[config.mk]
export PLATFORM = sky130hd
export DESIGN_NAME = cfg_port_bridge
export DESIGN_NICKNAME = d
export VERILOG_FILES = /design/src/rtl/cfg_port_pkg.sv /design/src/rtl/cfg_io_decode.sv /design/src/rtl/cfg_addr_reg.sv /design/src/rtl/cfg_port_ctrl.sv /design/src/rtl/cfg_port_bridge.sv
export SDC_FILE = /design/constraint.sdc
export NUM_CORES = 1
export LEC_CHECK = 0
export ABC_AREA = 1
export BUFFER_PORTS_ARGS = -buffer_cell sky130_fd_sc_hd__buf_2
export CAP_MARGIN = 40
export CORE_ASPECT_RATIO = 1.2
export CORE_MARGIN = 5
export CORE_UTILIZATION = 40
export CTS_BUF_LIST = sky130_fd_sc_hd__clkbuf_16
export DETAILED_ROUTE_END_ITERATION = 8
export PLACE_DENSITY = 0.72
export SLEW_MARGIN = 40
export SYNTH_ARGS = -nofsm -noshare
export SYNTH_HDL_FRONTEND = slang
export SYNTH_SLANG_ARGS = --single-unit
[constraint.sdc]
create_clock -name clk -period 1.55 [get_ports clk]
set_input_delay 0.2325 -clock clk [delete_from_list [all_inputs] [get_ports clk]]
set_output_delay 0.2325 -clock clk [all_outputs]
set_load 0.1 [all_outputs]
[src/rtl/cfg_port_pkg.sv]
package cfg_port_pkg;

   localparam int unsigned WORD_W  = 32;
   localparam int unsigned BYTES_W = WORD_W / 8;

   // Writable bits of the select register; everything else reads zero.
   localparam logic [WORD_W-1:0] SEL_WMASK = 32'h80FF_FFFC;

   localparam int unsigned SEL_EN_BIT  = 31;
   localparam int unsigned SEL_BUS_LSB = 16;
   localparam int unsigned SEL_DEV_LSB = 11;
   localparam int unsigned SEL_FN_LSB  = 8;
   localparam int unsigned SEL_REG_LSB = 2;

   typedef enum logic [1:0] {
      ST_IDLE = 2'd0,
      ST_WAIT = 2'd1,
      ST_RESP = 2'd2
   } bridge_state_e;

endpackage

[src/rtl/cfg_io_decode.sv]
module cfg_io_decode #(
   parameter int unsigned IO_ADDR_W = 16,
   parameter int unsigned SEL_PORT  = 32'h0CF8,
   parameter int unsigned DAT_PORT  = 32'h0CFC
) (
   input  logic [IO_ADDR_W-1:0] io_addr,
   output logic                 hit_sel,
   output logic                 hit_dat
);

   localparam logic [IO_ADDR_W-1:0] SEL_A = IO_ADDR_W'(SEL_PORT);
   localparam logic [IO_ADDR_W-1:0] DAT_A = IO_ADDR_W'(DAT_PORT);

   if (IO_ADDR_W < 3 || IO_ADDR_W > 31) begin : g_bad_width
      $error("cfg_io_decode: IO_ADDR_W out of range");
   end
   if (SEL_PORT == DAT_PORT) begin : g_bad_same
      $error("cfg_io_decode: the two ports must differ");
   end
   if ((SEL_PORT % 4) != 0 || (DAT_PORT % 4) != 0) begin : g_bad_align
      $error("cfg_io_decode: ports must be dword aligned");
   end
   if (SEL_PORT >= (32'd1 << IO_ADDR_W) || DAT_PORT >= (32'd1 << IO_ADDR_W)) begin : g_bad_fit
      $error("cfg_io_decode: port does not fit the address width");
   end

   assign hit_sel = (io_addr == SEL_A);
   assign hit_dat = (io_addr == DAT_A);

endmodule

[src/rtl/cfg_addr_reg.sv]
module cfg_addr_reg
   import cfg_port_pkg::*;
(
   input  logic               clk,
   input  logic               rst_n,
   input  logic               wr_en,
   input  logic [BYTES_W-1:0] wr_be,
   input  logic [WORD_W-1:0]  wr_data,
   output logic [WORD_W-1:0]  sel_word
);

   logic [WORD_W-1:0] sel_q;

   for (genvar b = 0; b < BYTES_W; b++) begin : g_byte
      always_ff @(posedge clk or negedge rst_n) begin
         if (!rst_n) begin
            sel_q[8*b +: 8] <= '0;
         end else if (wr_en && wr_be[b]) begin
            sel_q[8*b +: 8] <= wr_data[8*b +: 8] & SEL_WMASK[8*b +: 8];
         end
      end
   end

   assign sel_word = sel_q;

   // the select register only changes on a decoded write
   a_r4_hold_without_write : assert property (@(posedge clk) disable iff (!rst_n)
      !wr_en |=> $stable(sel_q));

endmodule

[src/rtl/cfg_port_ctrl.sv]
module cfg_port_ctrl
   import cfg_port_pkg::*;
#(
   parameter int unsigned TIMEOUT = 64
) (
   input  logic               clk,
   input  logic               rst_n,
   input  logic               io_rd,
   input  logic               io_wr,
   input  logic [BYTES_W-1:0] io_be,
   input  logic [WORD_W-1:0]  io_wdata,
   input  logic               hit_sel,
   input  logic               hit_dat,
   input  logic [WORD_W-1:0]  sel_word,
   output logic               sel_wr,
   output logic [WORD_W-1:0]  io_rdata,
   output logic               io_ready,
   output logic               cfg_req,
   output logic               cfg_we,
   output logic [BYTES_W-1:0] cfg_be,
   output logic [WORD_W-1:0]  cfg_wdata,
   input  logic [WORD_W-1:0]  cfg_rdata,
   input  logic               cfg_done
);

   bridge_state_e       state_q;
   logic                we_q;
   logic [BYTES_W-1:0]  be_q;
   logic [WORD_W-1:0]   wdata_q;
   logic [WORD_W-1:0]   rdata_q;
   logic                start;
   logic                go_cfg;
   logic                sel_en;
   logic                expired;

   assign sel_en = sel_word[SEL_EN_BIT];
   assign start  = (state_q == ST_IDLE) && (io_rd || io_wr);
   assign go_cfg = hit_dat && sel_en;
   assign sel_wr = start && io_wr && hit_sel;

   // Timeout variant chosen by parameter: a window counter, or none at all.
   if (TIMEOUT > 0) begin : g_timeout
      localparam int unsigned CNT_W = $clog2(TIMEOUT + 1);
      localparam logic [CNT_W-1:0] LAST = CNT_W'(TIMEOUT - 1);
      logic [CNT_W-1:0] cnt_q;

      always_ff @(posedge clk or negedge rst_n) begin
         if (!rst_n) begin
            cnt_q <= '0;
         end else if (state_q != ST_WAIT) begin
            cnt_q <= '0;
         end else begin
            cnt_q <= cnt_q + 1'b1;
         end
      end

      assign expired = (state_q == ST_WAIT) && (cnt_q == LAST);

      // an unanswered read ends with all ones at the window's end
      a_r9_timeout_ones : assert property (@(posedge clk) disable iff (!rst_n)
         (cfg_req && expired && !cfg_done && !cfg_we) |=> (io_ready && io_rdata == '1));
   end else begin : g_no_timeout
      assign expired = 1'b0;
   end

   always_ff @(posedge clk or negedge rst_n) begin
      if (!rst_n) begin
         state_q <= ST_IDLE;
         we_q    <= 1'b0;
         be_q    <= '0;
         wdata_q <= '0;
         rdata_q <= '0;
      end else begin
         unique case (state_q)
            ST_IDLE: begin
               if (start) begin
                  if (go_cfg) begin
                     state_q <= ST_WAIT;
                     we_q    <= io_wr;
                     be_q    <= io_be;
                     wdata_q <= io_wdata;
                  end else begin
                     state_q <= ST_RESP;
                     if (io_rd && hit_sel) begin
                        rdata_q <= sel_word;
                     end else if (io_rd && hit_dat) begin
                        rdata_q <= '1;
                     end else begin
                        rdata_q <= '0;
                     end
                  end
               end
            end
            ST_WAIT: begin
               if (cfg_done) begin
                  state_q <= ST_RESP;
                  rdata_q <= we_q ? '0 : cfg_rdata;
               end else if (expired) begin
                  state_q <= ST_RESP;
                  rdata_q <= we_q ? '0 : '1;
               end
            end
            default: begin
               state_q <= ST_IDLE;
            end
         endcase
      end
   end

   assign cfg_req   = (state_q == ST_WAIT);
   assign cfg_we    = we_q;
   assign cfg_be    = be_q;
   assign cfg_wdata = wdata_q;
   assign io_ready  = (state_q == ST_RESP);
   assign io_rdata  = io_ready ? rdata_q : '0;

   // writing the select register never launches a request
   a_r3_sel_write_no_req : assert property (@(posedge clk) disable iff (!rst_n)
      sel_wr |=> !cfg_req);

   // a request only starts while the enable flag is set
   a_r7_req_needs_enable : assert property (@(posedge clk) disable iff (!rst_n)
      $rose(cfg_req) |-> sel_en);

   // ready is a single-cycle pulse
   a_r8_ready_pulse : assert property (@(posedge clk) disable iff (!rst_n)
      io_ready |=> !io_ready);

   // completion follows the target's done by one cycle
   a_r8_ready_after_done : assert property (@(posedge clk) disable iff (!rst_n)
      (cfg_req && cfg_done) |=> (io_ready && !cfg_req));

   // request payload holds while pending
   a_r10_payload_stable : assert property (@(posedge clk) disable iff (!rst_n)
      (cfg_req && !cfg_done && !expired) |=>
         (cfg_req && $stable(cfg_we) && $stable(cfg_be) && $stable(cfg_wdata)));

endmodule

[src/rtl/cfg_port_bridge.sv]
module cfg_port_bridge
   import cfg_port_pkg::*;
#(
   parameter int unsigned IO_ADDR_W = 16,
   parameter int unsigned SEL_PORT  = 32'h0CF8,
   parameter int unsigned DAT_PORT  = 32'h0CFC,
   parameter int unsigned TIMEOUT   = 64
) (
   input  logic                 clk,
   input  logic                 rst_n,
   input  logic [IO_ADDR_W-1:0] io_addr,
   input  logic                 io_rd,
   input  logic                 io_wr,
   input  logic [3:0]           io_be,
   input  logic [31:0]          io_wdata,
   output logic [31:0]          io_rdata,
   output logic                 io_ready,
   output logic                 cfg_req,
   output logic                 cfg_we,
   output logic [7:0]           cfg_bus,
   output logic [4:0]           cfg_dev,
   output logic [2:0]           cfg_func,
   output logic [5:0]           cfg_reg,
   output logic [3:0]           cfg_be,
   output logic [31:0]          cfg_wdata,
   input  logic [31:0]          cfg_rdata,
   input  logic                 cfg_done
);

   logic              hit_sel;
   logic              hit_dat;
   logic              sel_wr;
   logic [WORD_W-1:0] sel_word;

   cfg_io_decode #(
      .IO_ADDR_W (IO_ADDR_W),
      .SEL_PORT  (SEL_PORT),
      .DAT_PORT  (DAT_PORT)
   ) u_decode (
      .io_addr (io_addr),
      .hit_sel (hit_sel),
      .hit_dat (hit_dat)
   );

   cfg_addr_reg u_sel (
      .clk      (clk),
      .rst_n    (rst_n),
      .wr_en    (sel_wr),
      .wr_be    (io_be),
      .wr_data  (io_wdata),
      .sel_word (sel_word)
   );

   cfg_port_ctrl #(
      .TIMEOUT (TIMEOUT)
   ) u_ctrl (
      .clk       (clk),
      .rst_n     (rst_n),
      .io_rd     (io_rd),
      .io_wr     (io_wr),
      .io_be     (io_be),
      .io_wdata  (io_wdata),
      .hit_sel   (hit_sel),
      .hit_dat   (hit_dat),
      .sel_word  (sel_word),
      .sel_wr    (sel_wr),
      .io_rdata  (io_rdata),
      .io_ready  (io_ready),
      .cfg_req   (cfg_req),
      .cfg_we    (cfg_we),
      .cfg_be    (cfg_be),
      .cfg_wdata (cfg_wdata),
      .cfg_rdata (cfg_rdata),
      .cfg_done  (cfg_done)
   );

   assign cfg_bus  = sel_word[SEL_BUS_LSB +: 8];
   assign cfg_dev  = sel_word[SEL_DEV_LSB +: 5];
   assign cfg_func = sel_word[SEL_FN_LSB  +: 3];
   assign cfg_reg  = sel_word[SEL_REG_LSB +: 6];

   // target coordinates hold while a request is pending
   a_r10_target_stable : assert property (@(posedge clk) disable iff (!rst_n)
      (cfg_req && !cfg_done) |=>
         ($stable(cfg_bus) && $stable(cfg_dev) && $stable(cfg_func) && $stable(cfg_reg)));

   // a strobe to an undecoded address never starts a request
   a_r1_undecoded_no_req : assert property (@(posedge clk) disable iff (!rst_n)
      (!cfg_req && !io_ready && (io_rd || io_wr) && !hit_sel && !hit_dat) |=> !cfg_req);

endmodule

==> metrics.md, run 1 <==
| Metric | Value |
|---|---|
| Tot Pwr | `7720 uW` |
| Vias | `5424` |
| Outcome | `complete, but fails checks` |
| CTS Buf Count | `9` |
| Share of power burned in the clock network | `0.318` |
| Hold path cells | `3` |
| Fin crit period | `1720 ps` |
| TritonCTS clock tree | `yes` |
| Maximum clock frequency | `581 MHz` |
| Max VDD drop | `0.997 mV` |
| Initial Util | `0.407` |
| Hold Startpoint | `io_wdata[22]` |
| Final setup violation count | `66` |
| Setup Crit Path Kind | `register to output port` |
| Final hold violations | `0` |
| Reg2Reg Setup Slack | `-120 ps` |
| Grt total ovfl | `0` |
| Hold Slack | `142 ps` |
| Yosys top cell area share | `0.452` |
| Part of the power in registers | `0.344` |
| Measured slew at the worst slew-check pin | `529 ps` |
| Port Buffers | `181` |
| Power per Cell Area | `921 nW/um^2` |
| Hold endpoint | `u_sel.sel_word[22]$_DFFE_PN0P_` |
| WP data arrival | `1490 ps` |
| Synth top cells by count | `nand2_1 (211), inv_1 (177), dfrtp_1 (101), nor2_1 (75), nand3_1 (62)` |
| H-Tree Depth | `3` |
| Vias in the first global route | `5315` |
| Final cell count without fillers | `1163` |
| Yosys cell types | `22` |
| Number of synthesized flops with an enable pin | `0` |
| Seq/Total Area, Yosys | `0.452` |
| Chip Width | `118 um` |
| Post-DP HPWL | `11800 um` |
| Core area | `13800 um^2` |
| Antenna viol nets, final | `0` |
| Post-Route WL | `16700 um` |
| Ant diodes | `0` |
| Critical Path RT | `1320 ps` |
| Fin crit share | `1.11` |
| Die Y | `140 um` |
| Clock Skew | `9.81 ps` |
| Worst R2R End | `u_ctrl.rdata_q[10]$_DFFE_PN0P_` |
| DIE AREA | `16500 um^2` |
| CTS clock-pin slew for the worst setup and hold paths | `70 ps` |
| Setup tns final | `-7530 ps` |
| Avg WL per Cell | `14.4 um` |
| Share of post-route cells with drive strength above 1 | `0.355` |
| Main synth FF type | `dfrtp_1` |
| Slew headroom | `0.647` |
| R2R Path Start | `u_ctrl.g_timeout.cnt_q[1]$_DFF_PN0_` |
| Critical path startpoint category | `register` |
| DRC violations left | `0` |
| Most frequent cell after synthesis | `nand2_1` |
| Layout area overhead | `50.0%` |
| Root buffer cell | `clkbuf_16` |
| Total track usage | `0.191` |
| Ranking of synthesized cells by area | `dfrtp_1 (45%), nand2_1 (14%), inv_1 (12%), nand3_1 (5.5%), nor2_1 (5.0%)` |
| Part of the power in combinational logic | `0.338` |
| Sw frac | `0.332` |
| Rows | `47` |
| Internal Power | `5160 uW` |
| Synthesized flop and latch total | `101` |
| R2R cell count | `11` |
| FILL cells | `1226` |
| Maxcap violations | `0` |
| Routability cong. | `0.873` |
| Initial antenna violation count | `0` |
| Post-synth ARST share | `1.00` |
| Crit end category | `output port` |
| Max FO, Critical Path | `14` |
| Leading area contributor after synthesis | `dfrtp_1` |
| Syn_area_per_cell | `6.98 um^2` |
| Num Clock Sinks | `101` |
| Final worst slack | `-172 ps` |
| Clock Latency Late Sink | `350 ps` |
| Layout Nets | `1077` |
| Via/cell ratio | `4.66` |
| Static leakage | `0.00441 uW` |
| CTS Buffer Depth | `2` |
| Initial DRC count | `238` |
| Pins Over Slew Limit | `0` |
| Largest net degree at the start of global routing | `100` |
| Ys Warns | `0` |
| Finished Core Util | `0.610` |
| Net Count, Synth | `892` |
| Min-Delay Path Class | `input pin to register` |
| First drt pass iteration count | `4` |
| RSZ-0062 raised after global routing | `yes` |
| Syn Inst Count | `802` |
| First-pass GRT wire length | `25900 um` |
| Failing checks | `setup timing` |
| IO Pins | `182` |
| NetSw | `2560 uW` |
| Placed Cells incl. Taps | `1127` |
| Cell area after synthesis | `5590 um^2` |
==> placed cells by master, fill, tap and decap left out, drive strengths merged <==
cell type	instances
xor2	1
nand4	38
o21ai	57
nand3b	1
clkinv	2
bufinv	2
clkbuf	14
nor2	79
nand3	65
and2	2
nand2	212
buf	232
dfrtp	101
a21oi	3
ha	1
inv	180
dlygate4sd3	1
clkinvlp	1
==> sequential cells by signal (all words and copies together), names as in the netlist <==
signal / count
u_ctrl.cfg_be: 4
u_ctrl.cfg_wdata: 32
u_ctrl.cfg_we: 1
u_ctrl.g_timeout.cnt_q: 7
u_ctrl.rdata_q: 32
u_ctrl.state_q: 2
u_sel.sel_word: 23
==> power groups by stage <==
stage	clock (uW)	combinational (uW)	sequential, uW
final	2460	2610	2660
after global routing	2620	2740	2660
after CTS	2470	1770	2650
after detailed placement	0	1710	2710
after global placement	0	1690	2710
after floorplan	0	1170	2710
==> worst max path at each step <==
stage	start	endpoint	slack (ps)
5_1_grt	u_ctrl.state_q[1]$_DFFE_PN0P_	io_rdata[13]	-230
2_1_floorplan	u_ctrl.state_q[1]$_DFFE_PN0P_	io_rdata[0]	-480
3_5_place_dp	u_ctrl.g_timeout.cnt_q[0]$_DFF_PN0_	u_ctrl.rdata_q[2]$_DFFE_PN0P_	-40
6_report	u_ctrl.state_q[1]$_DFFE_PN0P_	io_rdata[6]	-170
3_3_place_gp	io_addr[1]	u_ctrl.cfg_wdata[22]$_DFFE_PN0P_	-10
4_1_cts	u_ctrl.state_q[1]$_DFFE_PN0P_	io_rdata[15]	-160
==> kinds of logic after synthesis <==
group                    after synthesis  share of synthesized area
adder cells (fa/ha/maj)                1                    0.00224
XOR/XNOR                               1                    0.00157
AO/OA/AOI/OAI                         60                     0.0537
AND/OR/NAND/NOR                      397                      0.305
buffers and inverters                242                      0.185
flip-flops                           101                      0.452
==> metrics by stage <==
| stage | cell area, um^2 | worst slack [ps] |
|---|---|---|
| 5_1_grt | 8390 | -232 |
| 4_1_cts | 7890 | -162 |
| 3_5_place_dp | 7530 | -43.3 |
| 2_1_floorplan | 5920 | -485 |
| 3_3_place_gp | 7530 | -11.8 |
| 6_report | 8390 | -172 |
==> metal layers <==
layer,vias to the layer above,share of wire,track usage
met5,-,0,0
met4,0,0.030,0.0791
met3,35,0.038,0.0252
met2,139,0.53,0.337
met1,2485,0.40,0.233
li1,2765,-,-
==> final cells by class <==
type,count,area (um^2),area share
Clock buffer,9,225,0.0268
Clock inverter,7,95.1,0.0113
Inverter,178,677,0.0807
Multi-Input combinational cell,459,2530,0.301
Sequential cell,101,2530,0.302
Tap cell,171,214,0.0255
Timing Repair Buffer,238,2120,0.253
==> what timing repair did <==
| action | 4_1_cts | 5_1_grt |
|---|---|---|
| hold endpoints to repair | 11 | 0 |
| pin swaps | 2 | 33 |
| setup endpoints to repair | 65 | 125 |
| buffers inserted | 3 | 9 |
| resized for setup | 4 | 84 |
| cloned | 0 | 7 |
| hold buffers | 1 | 0 |
==> critical path, stage by stage, from the launching register on <==
cell and delay [ps]:
dfrtp_1 370, inv_2 70, nor2_4 140, inv_4 80
buf_12 170, nor2_4 120, buf_12 180
Note: power is estimated with default switching activity, not from simulation.
==> inputs of run 2 (changes only) <==
--- a/config.mk
+++ b/config.mk
@@ -13,8 +13,10 @@
 export CORE_UTILIZATION = 40
 export CTS_BUF_LIST = sky130_fd_sc_hd__clkbuf_16
 export DETAILED_ROUTE_END_ITERATION = 8
-export PLACE_DENSITY = 0.72
+export PLACE_DENSITY = 0.69
+export SETUP_SLACK_MARGIN = 0.15
 export SLEW_MARGIN = 40
 export SYNTH_ARGS = -nofsm -noshare
 export SYNTH_HDL_FRONTEND = slang
 export SYNTH_SLANG_ARGS = --single-unit
+export TNS_END_PERCENT = 20
==> constraint.sdc (replaced) <==
create_clock -name clk -period 1.9 [get_ports clk]
set_input_delay 0.285 -clock clk [delete_from_list [all_inputs] [get_ports clk]]
set_output_delay 0.285 -clock clk [all_outputs]
set_load 0.1 [all_outputs]
==> run 2 against run 1 <==
  * The flow finishes with violations (hold timing)
  * Via count is 2.5% lower
  * Critical endpoint is now io_rdata[10]
  * Clock-buffer cell count is the same
  * Largest cell class unchanged
  * Highest routed layer unchanged
  * First-iteration DRC count decreased by 8.8%
  * Non-clock buffer count down 27
==> metrics.md, run 2 (same netlist as run 1, synthesis figures left out) <==
| Metric | Value |
|---|---|
| Max stage delay cell, worst path | `dfrtp_1` |
| CTS Buffer Depth | `2` |
| First drt pass iteration count | `4` |
| Power per Cell Area | `721 nW/um^2` |
| Reg2Reg Setup Slack | `220 ps` |
| Slew headroom | `0.626` |
| Critical path startpoint category | `register` |
| CP Depth | `6` |
| Crit end category | `output port` |
| Placed cell area | `7260 um^2` |
| Worst R2R End | `u_ctrl.rdata_q[15]$_DFFE_PN0P_` |
| Final hold violations | `5` |
| Avg WL per Cell | `14.0 um` |
| Grt total ovfl | `0` |
| Layout Nets | `1050` |
| Part of the power in combinational logic | `0.284` |
| Hold Slack | `-17.8 ps` |
| Port Buffers | `181` |
| Maximum clock frequency | `548 MHz` |
| Clock Latency Late Sink | `340 ps` |
| Failing checks | `hold timing` |
| Fin crit period | `1820 ps` |
| Core area | `13800 um^2` |
| Final setup violation count | `0` |
| TritonCTS clock tree | `yes` |
| Worst path top cell family by delay | `buffers and inverters` |
| H-Tree Depth | `3` |
| Maxcap violations | `0` |
| Max FO, Critical Path | `12` |
| DRC violations left | `0` |
| Root buffer cell | `clkbuf_16` |
| Antenna viol nets, final | `0` |
| Internal Power | `3760 uW` |
| Layout area overhead | `38.7%` |
| Initial antenna violation count | `0` |
| R2R Path Start | `u_ctrl.g_timeout.cnt_q[0]$_DFF_PN0_` |
| Critical Path RT | `1620 ps` |
| First-pass GRT wire length | `25800 um` |
| WP buf/inv | `4` |
| Sw frac | `0.329` |
| RSZ-0062 raised after global routing | `yes` |
| Initial Util | `0.407` |
| WP data arrival | `1540 ps` |
| Post-route cell area | `7760 um^2` |
| CP Capture Point | `io_rdata[10]` |
| Vias in the first global route | `5224` |
| Outcome | `complete, but fails checks` |
| Via/cell ratio | `4.66` |
| IO Pins | `182` |
| Share of post-route cells with drive strength above 1 | `0.288` |
| Part of the power in registers | `0.387` |
| Initial DRC count | `217` |
| Finished Core Util | `0.564` |
| NetSw | `1840 uW` |
| Most frequent cells in the layout | `nand2_1 (208), inv_1 (175), buf_2 (148)` |
| Max VDD drop | `0.845 mV` |
| CP Launch Point | `u_ctrl.state_q[1]$_DFFE_PN0P_` |
| Post-Route WL | `15800 um` |
| R2R cell count | `11` |
| CTS clock-pin slew for the worst setup and hold paths | `70 ps` |
| Die Y | `140 um` |
| Post-DP HPWL | `11700 um` |
| Setup Crit Path Kind | `register to output port` |
| Chip Width | `118 um` |
| Ant diodes | `0` |
| Final cell count without fillers | `1135` |
| Worst path cell trace | `inv_2, nor2_4, inv_6, buf_12, nor2_4, buf_12` |
| Measured slew at the worst slew-check pin | `561 ps` |
| Num Clock Sinks | `101` |
| Pins Over Slew Limit | `0` |
| CP peak stage delay | `360 ps` |
| Rows | `47` |
| Vias | `5290` |
| Setup tns final | `0 ps` |
| DIE AREA | `16500 um^2` |
| Min-Delay Path Class | `input pin to asynchronous set/reset pin` |
| Fin crit share | `0.960` |
| Largest net degree at the start of global routing | `102` |
| Commonest non-fill, non-tap cell in the layout | `nand2_1` |
| Post-CTS Hold Buffers | `0` |
| Share of power burned in the clock network | `0.328` |
| CTS Buf Count | `9` |
| FILL cells | `1326` |
| Total track usage | `0.189` |
| Clock Skew | `8.42 ps` |
| Routability cong. | `0.838` |
| Placed Cells incl. Taps | `1114` |
| Static leakage | `0.00409 uW` |
==> run 2: changes by cell type in the layout (fill, tap and decap cells not counted), moves of 3 or more <==
cell	previous run	this run
clkbuf_16	14	11
buf_6	12	3
nand2_4	13	1
buf_12	43	35
nand2_2	34	3
buf_4	29	20
nand2_1	164	208
==> run 2: repair_timing <==
action,4_1_cts,5_1_grt
setup endpoints to repair,48,116
cloned,1,3
setup buffers,1,1
pin swaps,1,4
resized for setup,8,18
endpoints found under the hold margin,0,0
==> run 2: layout make-up <==
cell class / instances / area, um^2 / area share
clock inverters: 6 / 71.3 / 0.00919
clock buffers: 9 / 225 / 0.0290
inverters: 178 / 673 / 0.0868
multi-input cells: 459 / 2330 / 0.300
repair buffers: 211 / 1720 / 0.221
flip-flops and latches: 101 / 2530 / 0.326
well taps: 171 / 214 / 0.0276
==> run 2: routing by layer <==
layer,GRT usage,up-vias,part of all wire
met5,0,-,0
met4,0.0700,0,0.020
met3,0.0308,23,0.043
met2,0.329,124,0.52
met1,0.236,2432,0.41
li1,-,2711,-
==> run 2: worst min path at each step <==
stage | endpoint | depth (start not counted) | slack, ps | from
2_1_floorplan | u_ctrl.cfg_be[0]$_DFFE_PN0P_ | 0 | -10 | rst_n
3_3_place_gp | u_ctrl.cfg_wdata[8]$_DFFE_PN0P_ | 2 | 390 | rst_n
3_5_place_dp | u_ctrl.cfg_wdata[8]$_DFFE_PN0P_ | 2 | 390 | rst_n
4_1_cts | u_ctrl.cfg_wdata[8]$_DFFE_PN0P_ | 2 | 30 | rst_n
5_1_grt | u_ctrl.cfg_wdata[8]$_DFFE_PN0P_ | 2 | 50 | rst_n
6_report | u_ctrl.cfg_wdata[8]$_DFFE_PN0P_ | 2 | -20 | rst_n
==> run 2: power by group through the flow <==
stage | Clock, uW | Sequential (uW) | Combinational [uW]
4_1_cts | 1880 | 2170 | 1350
3_3_place_gp | 0 | 2210 | 1240
2_1_floorplan | 0 | 2210 | 933
5_1_grt | 1970 | 2170 | 1690
3_5_place_dp | 0 | 2210 | 1230
6_report | 1840 | 2170 | 1590
==> run 2: per-stage QoR <==
step / setup slack, ps / total power [uW]
2_1_floorplan: -187 / 3140
3_3_place_gp: 201 / 3450
3_5_place_dp: 145 / 3440
4_1_cts: 80.0 / 5400
5_1_grt: 34.7 / 5820
6_report: 76.6 / 5590
==> inputs of run 3 (changes only) <==
--- a/config.mk
+++ b/config.mk
@@ -8,12 +8,14 @@
 export ABC_AREA = 1
 export BUFFER_PORTS_ARGS = -buffer_cell sky130_fd_sc_hd__buf_2
 export CAP_MARGIN = 40
+export CELL_PAD_IN_SITES_DETAIL_PLACEMENT = 0
+export CELL_PAD_IN_SITES_GLOBAL_PLACEMENT = 1
 export CORE_ASPECT_RATIO = 1.2
 export CORE_MARGIN = 5
-export CORE_UTILIZATION = 40
+export CORE_UTILIZATION = 36
 export CTS_BUF_LIST = sky130_fd_sc_hd__clkbuf_16
 export DETAILED_ROUTE_END_ITERATION = 8
-export PLACE_DENSITY = 0.69
+export PLACE_DENSITY = 0.85
 export SETUP_SLACK_MARGIN = 0.15
 export SLEW_MARGIN = 40
 export SYNTH_ARGS = -nofsm -noshare
==> run 3 against run 2 <==
  * The run still ends with hold timing left
  * Core utilization down 6.8 points
  * Setup slack got worse by 30 ps
  * Global-route usage shrank 1.0 points
  * Largest power group unchanged
  * Critical path depth decreased by 1
  * Register-to-register slack improved by 20 ps
  * Non-clock buffer count fell by 2
  * Clock-buffer cell count did not move
  * Sequential power hardly changed
  * First-iteration DRC count increased by 3.2%
  * Via count fell by 2.3%
  * Clock power about the same
  * Combinational power fell by 16%
==> metrics.md, run 3 (same netlist as run 1, synthesis figures left out) <==
| Metric | Value |
|---|---|
| Final hold violations | `1` |
| Core area | `15500 um^2` |
| NetSw | `1760 uW` |
| Max VDD drop | `0.432 mV` |
| DIE AREA | `18100 um^2` |
| Largest net degree at the start of global routing | `102` |
| First-pass GRT wire length | `25700 um` |
| H-Tree Depth | `3` |
| CTS Buf Count | `9` |
| Port Buffers | `181` |
| Initial DRC count | `224` |
| Measured slew at the worst slew-check pin | `540 ps` |
| Slew headroom | `0.640` |
| Most frequent cells in the layout | `nand2_1 (210), inv_1 (176), buf_2 (150)` |
| Reg area | `2530 um^2` |
| Via/cell ratio | `4.41` |
| Post-Route WL | `15600 um` |
| Root buffer cell | `clkbuf_16` |
| Maxcap violations | `0` |
| Initial Util | `0.362` |
| Antenna viol nets, final | `0` |
| DRC violations left | `0` |
| Placed cell area | `7290 um^2` |
| Min-Delay Path Class | `input pin to asynchronous set/reset pin` |
| Final worst slack | `46.8 ps` |
| RSZ-0062 raised after global routing | `yes` |
| Final cell count without fillers | `1172` |
| Avg WL per Cell | `13.3 um` |
| Post-DP HPWL | `11700 um` |
| Final setup violation count | `0` |
| First drt pass iteration count | `4` |
| Share of power burned in the clock network | `0.341` |
| Worst path cell trace | `nor2_4, inv_8, buf_12, nor2_4, buf_12` |
| Commonest non-fill, non-tap cell in the layout | `nand2_1` |
| WP data arrival | `1570 ps` |
| Sw frac | `0.330` |
| Area of the multi-input gates | `2300 um^2` |
| CTS clock-pin slew for the worst setup and hold paths | `70 ps` |
| Layout Nets | `1048` |
| CP peak stage delay | `420 ps` |
| Pins Over Slew Limit | `0` |
| Crit end category | `output port` |
| Max FO, Critical Path | `13` |
| Clock Skew | `6.29 ps` |
| Power per Cell Area | `695 nW/um^2` |
| TritonCTS clock tree | `yes` |
| Routability cong. | `0.794` |
| Reg2Reg Setup Slack | `240 ps` |
| CTS Buffer Depth | `2` |
| Failing checks | `hold timing` |
| Clock Latency Late Sink | `340 ps` |
| Vias | `5168` |
| Outcome | `complete, but fails checks` |
| Max stage delay cell, worst path | `dfrtp_1` |
| FILL cells | `1586` |
| Internal Power | `3570 uW` |
| Setup Crit Path Kind | `register to output port` |
| Die Y | `147 um` |
| Maximum clock frequency | `540 MHz` |
| Initial antenna violation count | `1` |
| Grt total ovfl | `0` |
| Part of the power in registers | `0.407` |
| Layout area overhead | `37.1%` |
| Post-route cell area | `7670 um^2` |
| IO Pins | `182` |
| Setup tns final | `0 ps` |
| Rows | `50` |
| Chip Width | `124 um` |
| Num Clock Sinks | `101` |
| Critical path startpoint category | `register` |
| Share of post-route cells with drive strength above 1 | `0.281` |
| Total track usage | `0.179` |
| Critical Path RT | `1620 ps` |
| Fin crit share | `0.975` |
| Placement Setup Slack | `133 ps` |
| Fin crit period | `1850 ps` |
| Part of the power in combinational logic | `0.252` |
| Hold Slack | `-0.358 ps` |
| Placed Cells incl. Taps | `1151` |
| Vias in the first global route | `5107` |
| Static leakage | `0.00405 uW` |
==> run 3: changes by cell type in the layout (fill, tap and decap cells not counted), sizes merged <==
cell / delta
clkinvlp: -1
clkbuf: -3
diode: +1
clkinv: +2
buf: +1
==> run 3: path summary, 6_finish.rpt <==
kind	from	cells after the start	end
worst max register to register	u_ctrl.g_timeout.cnt_q[0]$_DFF_PN0_	11	u_ctrl.rdata_q[21]$_DFFE_PN0P_
max in group asynchronous	rst_n	2	u_ctrl.rdata_q[15]$_DFFE_PN0P_
worst min-delay path	rst_n	2	u_ctrl.cfg_wdata[4]$_DFFE_PN0P_
worst min register to register	u_ctrl.rdata_q[27]$_DFFE_PN0P_	2	u_ctrl.rdata_q[27]$_DFFE_PN0P_
worst max-delay path	u_ctrl.state_q[0]$_DFFE_PN0P_	5	io_rdata[17]
min in group clk	io_wdata[6]	3	u_sel.sel_word[6]$_DFFE_PN0P_
==> run 3: what timing repair did <==
action / CTS / global route
pin swaps: 1 / 0
buffers inserted: 2 / 2
endpoints found under the setup margin: 57 / 84
gates resized for setup: 7 / 10
hold buffers: 0 / 0
==> run 3: cell type report <==
type | instances | area share
multi-input cells | 459 | 0.300
well taps | 208 | 0.0339
clock inverters | 7 | 0.00865
repair buffers | 209 | 0.210
clock buffers | 9 | 0.0294
flip-flops and latches | 101 | 0.330
diodes | 1 | 0.000326
inverters | 178 | 0.0881
==> run 3: power by group through the flow <==
stage / registers, uW / clock network, uW / logic (uW)
after global placement: 2210 / 0 / 1270
after global routing: 2170 / 1960 / 1450
final: 2170 / 1820 / 1340
after detailed placement: 2210 / 0 / 1270
after floorplan: 2210 / 0 / 933
after CTS: 2170 / 1870 / 1350
==> run 3: metrics by stage <==
stage               total power, uW   util
global route                   5580  0.496
CTS                            5380  0.493
detailed placement             3480  0.472
floorplan                      3140      -
global placement               3480  0.472
finish                         5330  0.496
==> run 3: routing by layer <==
layer	up-vias	track usage	wire length, um
li1	2700	-	-
met1	2323	0.215	6430
met2	122	0.311	8060
met3	23	0.0407	792
met4	0	0.0609	336
met5	-	0	0
==> run 3: worst max-delay path, delay by kind of cell (launching register included) <==
family,cells,cell delay [ps]
AND/OR/NAND/NOR,2,330
buffers and inverters,3,460
flip-flops,1,420
